File: config.mk
export PLATFORM = sky130hd
export DESIGN_NAME = scan_phase_seq
export DESIGN_NICKNAME = d
export VERILOG_FILES = /design/src/rtl/scan_seq_pkg.sv /design/src/rtl/scan_phase_gen.sv /design/src/rtl/scan_ext_sync.sv /design/src/rtl/scan_step_track.sv /design/src/rtl/scan_phase_seq.sv
export SDC_FILE = /design/constraint.sdc
export NUM_CORES = 1
export LEC_CHECK = 0
export BUFFER_PORTS_ARGS = -buffer_cell sky130_fd_sc_hd__buf_2
export CORE_MARGIN = 2
export CORE_UTILIZATION = 59
export DETAILED_ROUTE_END_ITERATION = 8
export HOLD_SLACK_MARGIN = 0.15
export PLACE_DENSITY = 0.84
export SYNTH_ARGS = -nofsm -noshare
export SYNTH_HDL_FRONTEND = slang
export SYNTH_SLANG_ARGS = --single-unit
File: constraint.sdc
create_clock -name clk -period 5.5 [get_ports clk]
set_input_delay 1.1 -clock clk [delete_from_list [all_inputs] [get_ports clk]]
set_output_delay 1.1 -clock clk [all_outputs]
set_load 0.03 [all_outputs]
File: src/rtl/scan_seq_pkg.sv
package scan_seq_pkg;

  localparam int NPH = 3;

  typedef logic [NPH-1:0] phase_vec_t;

  // One-hot phase vector for phase slot s (0, 1 or 2)
  function automatic phase_vec_t ph_decode(input logic [1:0] s);
    phase_vec_t v;
    v = '0;
    unique case (s)
      2'd0:    v = 3'b001;
      2'd1:    v = 3'b010;
      default: v = 3'b100;
    endcase
    return v;
  endfunction

  // Next phase slot in the precharge -> drive -> reset rotation
  function automatic logic [1:0] ph_next(input logic [1:0] s);
    return (s == 2'd2) ? 2'd0 : s + 2'd1;
  endfunction

  // True when more than one phase bit is set
  function automatic logic multi_hot(input phase_vec_t v);
    return (v & (v - phase_vec_t'(1))) != '0;
  endfunction

endpackage

File: src/rtl/scan_phase_gen.sv
module scan_phase_gen
  import scan_seq_pkg::*;
#(
  parameter int PH_LEN = 2,
  parameter int GAP_W  = 3
) (
  input  logic             clk,
  input  logic             rst_n,
  input  logic             start_i,
  input  logic             ext_mode_i,
  input  logic             halt_i,
  input  logic [GAP_W-1:0] gap_i,
  output phase_vec_t       ph_o,
  output logic             step_end_o
);

  localparam int PH_W  = (PH_LEN > 1) ? $clog2(PH_LEN) : 1;
  localparam int TMR_W = (PH_W > GAP_W) ? PH_W : GAP_W;
  localparam logic [TMR_W-1:0] PH_LD = TMR_W'(PH_LEN - 1);

  logic             act_q, act_d;
  logic             gap_q, gap_d;
  logic [1:0]       sel_q, sel_d;
  logic [TMR_W-1:0] tmr_q, tmr_d;
  phase_vec_t       ph_q, ph_d;
  logic [1:0]       nsel;
  logic [TMR_W-1:0] gap_ld;
  logic             tmr_zero;

  assign nsel       = ph_next(sel_q);
  assign gap_ld     = TMR_W'(gap_i) - TMR_W'(1);
  assign tmr_zero   = (tmr_q == '0);
  assign step_end_o = act_q & ~gap_q & ~ext_mode_i & tmr_zero & (sel_q == 2'd2);
  assign ph_o       = ph_q;

  always_comb begin
    act_d = act_q;
    gap_d = gap_q;
    sel_d = sel_q;
    tmr_d = tmr_q;
    ph_d  = ph_q;
    if (start_i && !ext_mode_i) begin
      act_d = 1'b1;
      gap_d = 1'b0;
      sel_d = 2'd0;
      tmr_d = PH_LD;
      ph_d  = ph_decode(2'd0);
    end else if (act_q) begin
      if (ext_mode_i) begin
        act_d = 1'b0;
        gap_d = 1'b0;
        ph_d  = '0;
      end else if (!gap_q) begin
        if (!tmr_zero) begin
          tmr_d = tmr_q - TMR_W'(1);
        end else if (step_end_o && halt_i) begin
          act_d = 1'b0;
          ph_d  = '0;
        end else if (gap_i == '0) begin
          sel_d = nsel;
          tmr_d = PH_LD;
          ph_d  = ph_decode(nsel);
        end else begin
          gap_d = 1'b1;
          sel_d = nsel;
          tmr_d = gap_ld;
          ph_d  = '0;
        end
      end else begin
        if (!tmr_zero) begin
          tmr_d = tmr_q - TMR_W'(1);
        end else begin
          gap_d = 1'b0;
          tmr_d = PH_LD;
          ph_d  = ph_decode(sel_q);
        end
      end
    end
  end

  always_ff @(posedge clk or negedge rst_n) begin
    if (!rst_n) begin
      act_q <= 1'b0;
      gap_q <= 1'b0;
      sel_q <= 2'd0;
      tmr_q <= '0;
      ph_q  <= '0;
    end else begin
      act_q <= act_d;
      gap_q <= gap_d;
      sel_q <= sel_d;
      tmr_q <= tmr_d;
      ph_q  <= ph_d;
    end
  end

endmodule

File: src/rtl/scan_ext_sync.sv
module scan_ext_sync
  import scan_seq_pkg::*;
#(
  parameter int SYNC_STAGES = 2
) (
  input  logic       clk,
  input  logic       rst_n,
  input  phase_vec_t ext_ph_i,
  output phase_vec_t ph_o
);

  phase_vec_t stg_q [SYNC_STAGES];

  generate
    for (genvar g = 0; g < SYNC_STAGES; g++) begin : g_stage
      if (g == 0) begin : g_first
        always_ff @(posedge clk or negedge rst_n) begin
          if (!rst_n) stg_q[g] <= '0;
          else        stg_q[g] <= ext_ph_i;
        end
      end else begin : g_next
        always_ff @(posedge clk or negedge rst_n) begin
          if (!rst_n) stg_q[g] <= '0;
          else        stg_q[g] <= stg_q[g-1];
        end
      end
    end
  endgenerate

  // Overlapping external phases are never passed on
  assign ph_o = multi_hot(stg_q[SYNC_STAGES-1]) ? '0 : stg_q[SYNC_STAGES-1];

endmodule

File: src/rtl/scan_step_track.sv
module scan_step_track #(
  parameter int IDX_W = 4
) (
  input  logic             clk,
  input  logic             rst_n,
  input  logic             start_i,
  input  logic             step_end_i,
  input  logic [IDX_W-1:0] last_i,
  input  logic             cont_i,
  output logic             start_go_o,
  output logic             halt_o,
  output logic             grst_o,
  output logic             sel_o,
  output logic [IDX_W-1:0] idx_o,
  output logic             done_o
);

  logic             run_q, run_d;
  logic             grst_q, grst_d;
  logic [IDX_W-1:0] idx_q, idx_d;
  logic             done_q, done_d;
  logic             at_last;
  logic             adv;

  assign start_go_o = start_i & ~run_q;
  assign at_last    = (idx_q == last_i);
  assign adv        = run_q & step_end_i;
  assign halt_o     = adv & ~grst_q & at_last & ~cont_i;

  always_comb begin
    run_d  = run_q;
    grst_d = grst_q;
    idx_d  = idx_q;
    done_d = done_q;
    if (start_go_o) begin
      run_d  = 1'b1;
      grst_d = 1'b1;
      idx_d  = '0;
      done_d = 1'b0;
    end else if (adv) begin
      if (grst_q) begin
        grst_d = 1'b0;
        idx_d  = '0;
      end else if (at_last) begin
        idx_d = '0;
        if (cont_i) begin
          grst_d = 1'b1;
        end else begin
          run_d  = 1'b0;
          done_d = 1'b1;
        end
      end else begin
        idx_d = idx_q + IDX_W'(1);
      end
    end
  end

  always_ff @(posedge clk or negedge rst_n) begin
    if (!rst_n) begin
      run_q  <= 1'b0;
      grst_q <= 1'b0;
      idx_q  <= '0;
      done_q <= 1'b0;
    end else begin
      run_q  <= run_d;
      grst_q <= grst_d;
      idx_q  <= idx_d;
      done_q <= done_d;
    end
  end

  assign grst_o = grst_q;
  assign sel_o  = run_q & ~grst_q;
  assign idx_o  = idx_q;
  assign done_o = done_q;

endmodule

File: src/rtl/scan_phase_seq.sv
module scan_phase_seq
  import scan_seq_pkg::*;
#(
  parameter int IDX_W  = 4,
  parameter int GAP_W  = 3,
  parameter int PH_LEN = 2
) (
  input  logic             clk,
  input  logic             rst_n,
  input  logic             start_i,
  input  logic             ext_mode_i,
  input  logic             cont_i,
  input  logic [IDX_W-1:0] last_i,
  input  logic [GAP_W-1:0] gap_i,
  input  logic [2:0]       ext_ph_i,
  output logic [2:0]       scan_o,
  output logic             grst_o,
  output logic [IDX_W-1:0] idx_o,
  output logic             sel_o,
  output logic [2:0]       strobe_o,
  output logic             done_o
);

  phase_vec_t gen_ph;
  phase_vec_t ext_ph;
  phase_vec_t ph_eff;
  phase_vec_t scan_q;
  logic       gen_end;
  logic       ext_end;
  logic       step_end;
  logic       start_go;
  logic       halt;

  scan_phase_gen #(.PH_LEN(PH_LEN), .GAP_W(GAP_W)) u_gen (
    .clk        (clk),
    .rst_n      (rst_n),
    .start_i    (start_go),
    .ext_mode_i (ext_mode_i),
    .halt_i     (halt),
    .gap_i      (gap_i),
    .ph_o       (gen_ph),
    .step_end_o (gen_end)
  );

  scan_ext_sync #(.SYNC_STAGES(2)) u_sync (
    .clk      (clk),
    .rst_n    (rst_n),
    .ext_ph_i (ext_ph_i),
    .ph_o     (ext_ph)
  );

  assign ph_eff   = ext_mode_i ? ext_ph : gen_ph;
  assign ext_end  = ext_mode_i & scan_q[2] & ~ph_eff[2];
  assign step_end = ext_mode_i ? ext_end : gen_end;

  scan_step_track #(.IDX_W(IDX_W)) u_trk (
    .clk        (clk),
    .rst_n      (rst_n),
    .start_i    (start_i),
    .step_end_i (step_end),
    .last_i     (last_i),
    .cont_i     (cont_i),
    .start_go_o (start_go),
    .halt_o     (halt),
    .grst_o     (grst_o),
    .sel_o      (sel_o),
    .idx_o      (idx_o),
    .done_o     (done_o)
  );

  always_ff @(posedge clk or negedge rst_n) begin
    if (!rst_n) scan_q <= '0;
    else        scan_q <= ph_eff;
  end

  assign scan_o   = ph_eff;
  assign strobe_o = ph_eff & ~scan_q & {NPH{sel_o}};

endmodule

==> flow_summary_export.csv, run 1 <==
group,metric,value,unit
yosys,synth_common_cells,"26 x dfrtp_1, 17 x nand2_1, 10 x inv_1",
critical_path,cp_max_fo,12,
outcome,status,"complete, no violations",
routing,vias_per_cell,5.96,
routing,drc,0,
critical_path,crit_type,"input pin to output port",
cts,cts.htree.levels,1,
power_and_ir_drop,finalPower,0.000519,W
final_layout,synthToLayoutAreaGrowth,13.9,%
timing,rsz0062_at_grt,"false",
power_and_ir_drop,p_leak,0.765,nW
yosys,synth_nets,177,
die,die_w,54.4,um
die,core_area,2450,um2
yosys,async_flop_share,100,%
run,cap_violations,0,
critical_path,path_common_cell,"buf_2",
timing,skew,0.00838,ns
cts,cts-root-buf,"clkbuf_4",
critical_path,crit_path_max_incr_delay,0.32,ns
yosys,synth_seq_cells,26,
final_layout,final_nets,205,
timing,min_period_over_period,58.5,%
timing,setup_tns,0,ns
die,rows,18,
cts,cts_setup_buffers,0,
placed_design,gp_congestion,0.808,
power_and_ir_drop,p_int,0.000343,W
die,initial_core_util,61.2,%
routing,vias,1270,
power_and_ir_drop,powerDensity,303,nW/um2
hold_path,hold_path.class,"register to register",
timing,period_needed,3.22,ns
yosys,yosys.area_share.simple,25.4,%
power_and_ir_drop,ir_drop,0.236,mV
grt,grt_pass1_vias,1233,
critical_path,cp_slowest_cell,"o32ai_1",
grt,grt_max_degree,27,
yosys,synth_area,1500,um2
yosys,synth_edf_count,0,
routing,first_iter_violations,36,
yosys,synthMuxAreaShare,2.83,%
yosys,synth-xor-area-share,2.33,%
power_and_ir_drop,switching_share,34.0,%
cts,clk_pin_slew,0.15,ns
routing,wl_per_cell,15.2,um
critical_path,critPathLaunchType,"input pin",
power_and_ir_drop,seq_power_share,45.3,%
placed_design,port_buffers,27,
yosys,synth_top_area_share,43.3,%
die,die_h,54.4,um
yosys,avgSynthCellArea,9.62,um2
critical_path,worstPathCellList,"buf_2, nand2_1, o32ai_1, nor3b_1, buf_2",
power_and_ir_drop,power.net_switching,0.000176,W
cts,numCtsBuffers,3,
cts,cts.sinks,26,
yosys,synth_largest_area_cell,"dfrtp_1",
yosys,synth_ff_type,"dfrtp_1",
yosys,yosysMostFrequentCell,"dfrtp_1",
yosys,synthCells,156,
critical_path,required,4.40,ns
timing,tightest_slew,0.570,ns
cts,clockBufferDepth,2,
yosys,synth_cell_type_count,49,
final_layout,fin_util,69.7,%
power_and_ir_drop,power_frac_comb,29.3,%
critical_path,end_kind,"output port",
cts,post_cts_resized,0,
routing,drt_pre_antenna_iters,4,
power_and_ir_drop,p_clk_share,25.4,%
die,die_area,2960,um2
yosys,synth-compound-area-share,17.5,%
placed_design,dpl.hpwl,2380,um
final_layout,layout-drive-gt1-share,23.0,%
grt,antenna_found_initial,0,
yosys,yosys.area_share.adder,5.00,%
yosys,yosys_warnings,0,
cts,tritoncts,"done",
die,ioPinCount,28,
yosys,synthTopCellsByArea,"dfrtp_1 43%, ha_1 5.0%, nand2_1 4.3%",
grt,track_usage,25.7,%
timing,hold_violations,0,
critical_path,crit_arrival,2.12,ns
routing,drtAntennaViolNets,0,
cts,insertion_delay,0.32,ns
grt,grt_pass1_wl,5520,um
timing,maxSlewHeadroom,62.0,%
cts,ctsHoldBuffers,0,
yosys,ys_seq_area_share,43.3,%
timing,setup_viol,0,
grt,grt_overflow,0,
final_layout,antennaDiodeCount,0,
yosys,synth_top_family_by_area,"simple AND/OR/NAND/NOR gates",
timing,final_max_slew_viol_count,0,
routing,drt-total-wl,3230,um
timing,fmax,0.311,GHz
==> worst max-delay path, delay by kind of cell <==
kind                   cells  cell delay, ns
AND/OR/NAND/NOR            2            0.29
buffers and inverters      2            0.41
AO/OA/AOI/OAI              1            0.32
==> per-layer routing <==
| layer | track usage (%) | part of all wire [%] | wire, um |
|---|---|---|---|
| met5 | 0 | 0 | 0 |
| met4 | 10.0 | 0.37 | 12 |
| met3 | 3.01 | 5.4 | 174 |
| met2 | 42.4 | 48 | 1550 |
| met1 | 34.4 | 46 | 1500 |
==> sequential cells by signal, indices dropped and copies added, names as in the netlist, 2 cells and up <==
signal / count
u_trk.idx_o: 4
u_gen.tmr_q: 3
scan_q: 3
u_gen.sel_q: 2
u_gen.ph_o: 3
u_sync.stg_q: 6
==> logic make-up (layout without fill, tap and decap cells) <==
logic type,Yosys count,count (layout)
and+or+nand+nor,64,64
AOI/OAI and AO/OA,38,38
DFF,26,26
muxes,4,4
adders and majority gates,6,6
xor gates and xnor gates,4,4
buffers and inverters,14,41
==> layout make-up <==
cell class | instances | area, um2
repair buffers | 27 | 135
fillers | 199 | 744
clock buffers | 3 | 22.5
well taps | 30 | 37.5
flip-flops and latches | 26 | 651
multi-input cells | 116 | 797
inverters | 10 | 37.5
clock inverters | 1 | 30.0
==> placed cells by master (no fill, tap or decap), drive strengths merged, types with 2 or more instances in the layout <==
| master | count |
|---|---|
| a211oi | 3 |
| a21oi | 8 |
| a31oi | 3 |
| buf | 27 |
| clkbuf | 3 |
| dfrtp | 26 |
| ha | 6 |
| inv | 10 |
| mux2 | 2 |
| mux2i | 2 |
| nand2 | 17 |
| nand2b | 5 |
| nand3 | 2 |
| nand4 | 2 |
| nor2 | 9 |
| nor2b | 4 |
| nor3 | 3 |
| nor3b | 7 |
| nor4 | 2 |
| o211ai | 2 |
| o21ai | 5 |
| o221ai | 2 |
| o31ai | 2 |
| o41ai | 2 |
| or2 | 2 |
| or3b | 3 |
| xnor2 | 4 |
==> path summary, 6_finish.rpt <==
| check | end | slack, ns | startpoint | cells past startpoint |
|---|---|---|---|---|
| min in group asynchronous | u_gen.ph_o[1] | 0.74 | rst_n | 1 |
| max in group asynchronous | u_trk.grst_o | 4.38 | rst_n | 1 |
| worst min register to register | u_sync.stg_q[2] | 0.37 | u_sync.stg_q[5] | 0 |
| worst min-delay path | u_sync.stg_q[2] | 0.37 | u_sync.stg_q[5] | 0 |
| worst max-delay path | strobe_o[0] | 2.28 | ext_mode_i | 5 |
| worst max register to register | u_gen.tmr_q[1] | 3.31 | u_gen.tmr_q[0] | 7 |
==> through the flow <==
step / area [um2] / std cells / setup slack, ns / hold WS (ns)
after global routing: 1710 / 213 / 2.11 / 0.374
after detailed placement: 1660 / 209 / 2.27 / 0.335
final: 1710 / 213 / 2.28 / 0.367
after CTS: 1710 / 213 / 2.28 / 0.368
after floorplan: 1500 / 156 / 1.29 / 0.331
after global placement: 1660 / 209 / 2.35 / 0.335
==> power by group through the flow <==
stage	Sequential, W	Combinational (W)	Clock [W]
floorplan	0.000252	0.0000914	0
global placement	0.000236	0.000146	0
detailed placement	0.000238	0.000150	0
CTS	0.000235	0.000153	0.000135
global route	0.000239	0.000169	0.000142
finish	0.000235	0.000152	0.000132
No activity file was read; power rests on OpenSTA's default activity.
==> run 2: changes to the inputs <==
- CORE_UTILIZATION: 59 -> 54
- PLACE_DENSITY: 0.84 -> 0.78
- clock period: 5.5 -> 3 ns (I/O delays scaled with it)
==> flow_summary_export.csv, run 2 (synthesis gave the netlist of run 1 again) <==
group,metric,value,unit
outcome,status,"complete, no violations",
grt,grt_overflow,0,
critical_path,critPathBufInv,1,
routing,drt_pre_antenna_iters,4,
critical_path,cp_top_family,"simple AND/OR/NAND/NOR gates",
final_layout,final_cell_mix,"27 x buf_2, 26 x dfrtp_1, 17 x nand2_1",
critical_path,cp_slowest_cell,"dfrtp_1",
critical_path,crit_type,"register to output port",
run,cap_violations,0,
critical_path,r2r_cells,7,
timing,skew,0.0102,ns
final_layout,stdcell_count,214,
routing,vias,1296,
final_layout,regMostFlops,"u_sync.stg_q",
grt,grt_pass1_vias,1137,
final_layout,regArea,651,um2
hold_path,hold_path.class,"input pin to asynchronous set/reset pin",
timing,final_max_slew_viol_count,0,
final_layout,fillers,242,
die,die_w,56.7,um
die,die_h,56.7,um
die,initial_core_util,55.9,%
timing,maxSlewHeadroom,62.5,%
placed_design,dp_cells,210,
die,rows,19,
cts,clk_pin_slew,0.15,ns
critical_path,crit_path_max_incr_delay,0.44,ns
critical_path,cp_max_fo,4,
critical_path,cp.depth,4,
timing,setup_viol,0,
grt,grt_max_degree,27,
critical_path,r2r_end,"u_gen.tmr_q[1]",
critical_path,r2r_slack,0.81,ns
timing,setup_tns,0,ns
critical_path,path_common_cell,"nor3b_1",
routing,vias_per_cell,6.06,
critical_path,critPathLaunchType,"register",
cts,cts-root-buf,"clkbuf_4",
cts,ctsHoldBuffers,0,
timing,rsz0062_at_grt,"false",
cts,insertion_delay,0.33,ns
timing,fmax,0.420,GHz
routing,wl_per_cell,15.4,um
die,ioPinCount,28,
timing,min_period_over_period,79.4,%
final_layout,final_common_cell,"buf_2",
grt,grt_pass1_wl,5620,um
die,die_area,3220,um2
timing,period_needed,2.38,ns
power_and_ir_drop,ir_drop,0.488,mV
timing,hold_violations,0,
grt,track_usage,22.1,%
final_layout,layout-drive-gt1-share,23.5,%
cts,tritoncts,"done",
routing,drt-total-wl,3310,um
grt,antenna_found_initial,0,
critical_path,critPathCapture,"strobe_o[2]",
critical_path,r2r-start,"u_gen.tmr_q[0]",
cts,cts.sinks,26,
die,core_area,2690,um2
final_layout,antennaDiodeCount,0,
final_layout,largest_register_ffs,6,
routing,drc,0,
power_and_ir_drop,powerDensity,556,nW/um2
critical_path,end_kind,"output port",
placed_design,dpl.hpwl,2500,um
timing,tightest_slew,0.562,ns
cts,numCtsBuffers,3,
final_layout,final_nets,205,
cts,cts_setup_buffers,0,
critical_path,crit_arrival,1.78,ns
critical_path,cp-startpoint,"u_sync.stg_q[1]",
placed_design,port_buffers,27,
critical_path,required,2.40,ns
cts,cts.htree.levels,1,
power_and_ir_drop,p_leak,0.767,nW
final_layout,synthToLayoutAreaGrowth,14.3,%
cts,post_cts_resized,0,
cts,clockBufferDepth,2,
routing,first_iter_violations,47,
placed_design,gp_congestion,0.900,
final_layout,multi_input_area,802,um2
routing,drtAntennaViolNets,0,
critical_path,worstPathCellList,"nor3b_1, mux2_2, nor3b_1, buf_2",
[run 2: how the worst min path moves through the flow]
stage / from / to / slack, ns / cells after the start
3_3_place_gp: u_sync.stg_q[4] / u_sync.stg_q[1] / 0.33 / 0
3_5_place_dp: u_sync.stg_q[5] / u_sync.stg_q[2] / 0.34 / 0
5_1_grt: rst_n / u_gen.gap_q / 0.27 / 1
2_1_floorplan: rst_n / scan_q[0] / 0.30 / 0
6_report: rst_n / u_gen.act_q / 0.24 / 1
4_1_cts: rst_n / u_gen.gap_q / 0.26 / 1
[run 2: final cells by class]
class                      count  share of cell area (%)
timing repair buffer          27                    7.87
multi-input combinational    116                    46.7
clock buffer                   3                    1.31
clock inverter                 1                    1.75
inverter                      10                    2.19
sequential                    26                    37.9
tap                           31                    2.26
[run 2: metrics by stage]
stage          hold slack [ns]  util (%)  worst slack, ns  cell area (um2)  total power (W)
2_1_floorplan            0.304         -           0.0246             1510         0.000631
3_3_place_gp             0.335      61.9            0.862             1660         0.000703
3_5_place_dp             0.339      61.9            0.708             1660         0.000718
4_1_cts                  0.262      63.9            0.610             1720         0.000954
5_1_grt                  0.269      63.9            0.432             1720          0.00101
6_report                 0.241      63.9            0.618             1720         0.000954
[run 2: worst reg2reg max path, stage by stage (launching register included)]
cell and delay (ns):
dfrtp_1 0.43, inv_1 0.06, ha_1 0.17, ha_1 0.31, nand3b_1 0.27, nor4_2 0.43, a21o_1 0.27, mux2i_1 0.19
[run 2: per-layer routing]
layer	wire, um	vias to the layer above	share of wire (%)	GRT usage, %
met5	0	-	0	0
met4	36	0	1.1	5.65
met3	133	6	4.0	2.30
met2	1620	31	49	35.4
met1	1510	634	46	32.3
li1	-	625	-	-
[run 2: power by group]
part           internal (W)  switching, W  leakage, nW
Sequential         0.000385     0.0000472        0.315
Combinational      0.000108      0.000172        0.424
Clock              0.000135      0.000107       0.0279
Total              0.000628      0.000326        0.767
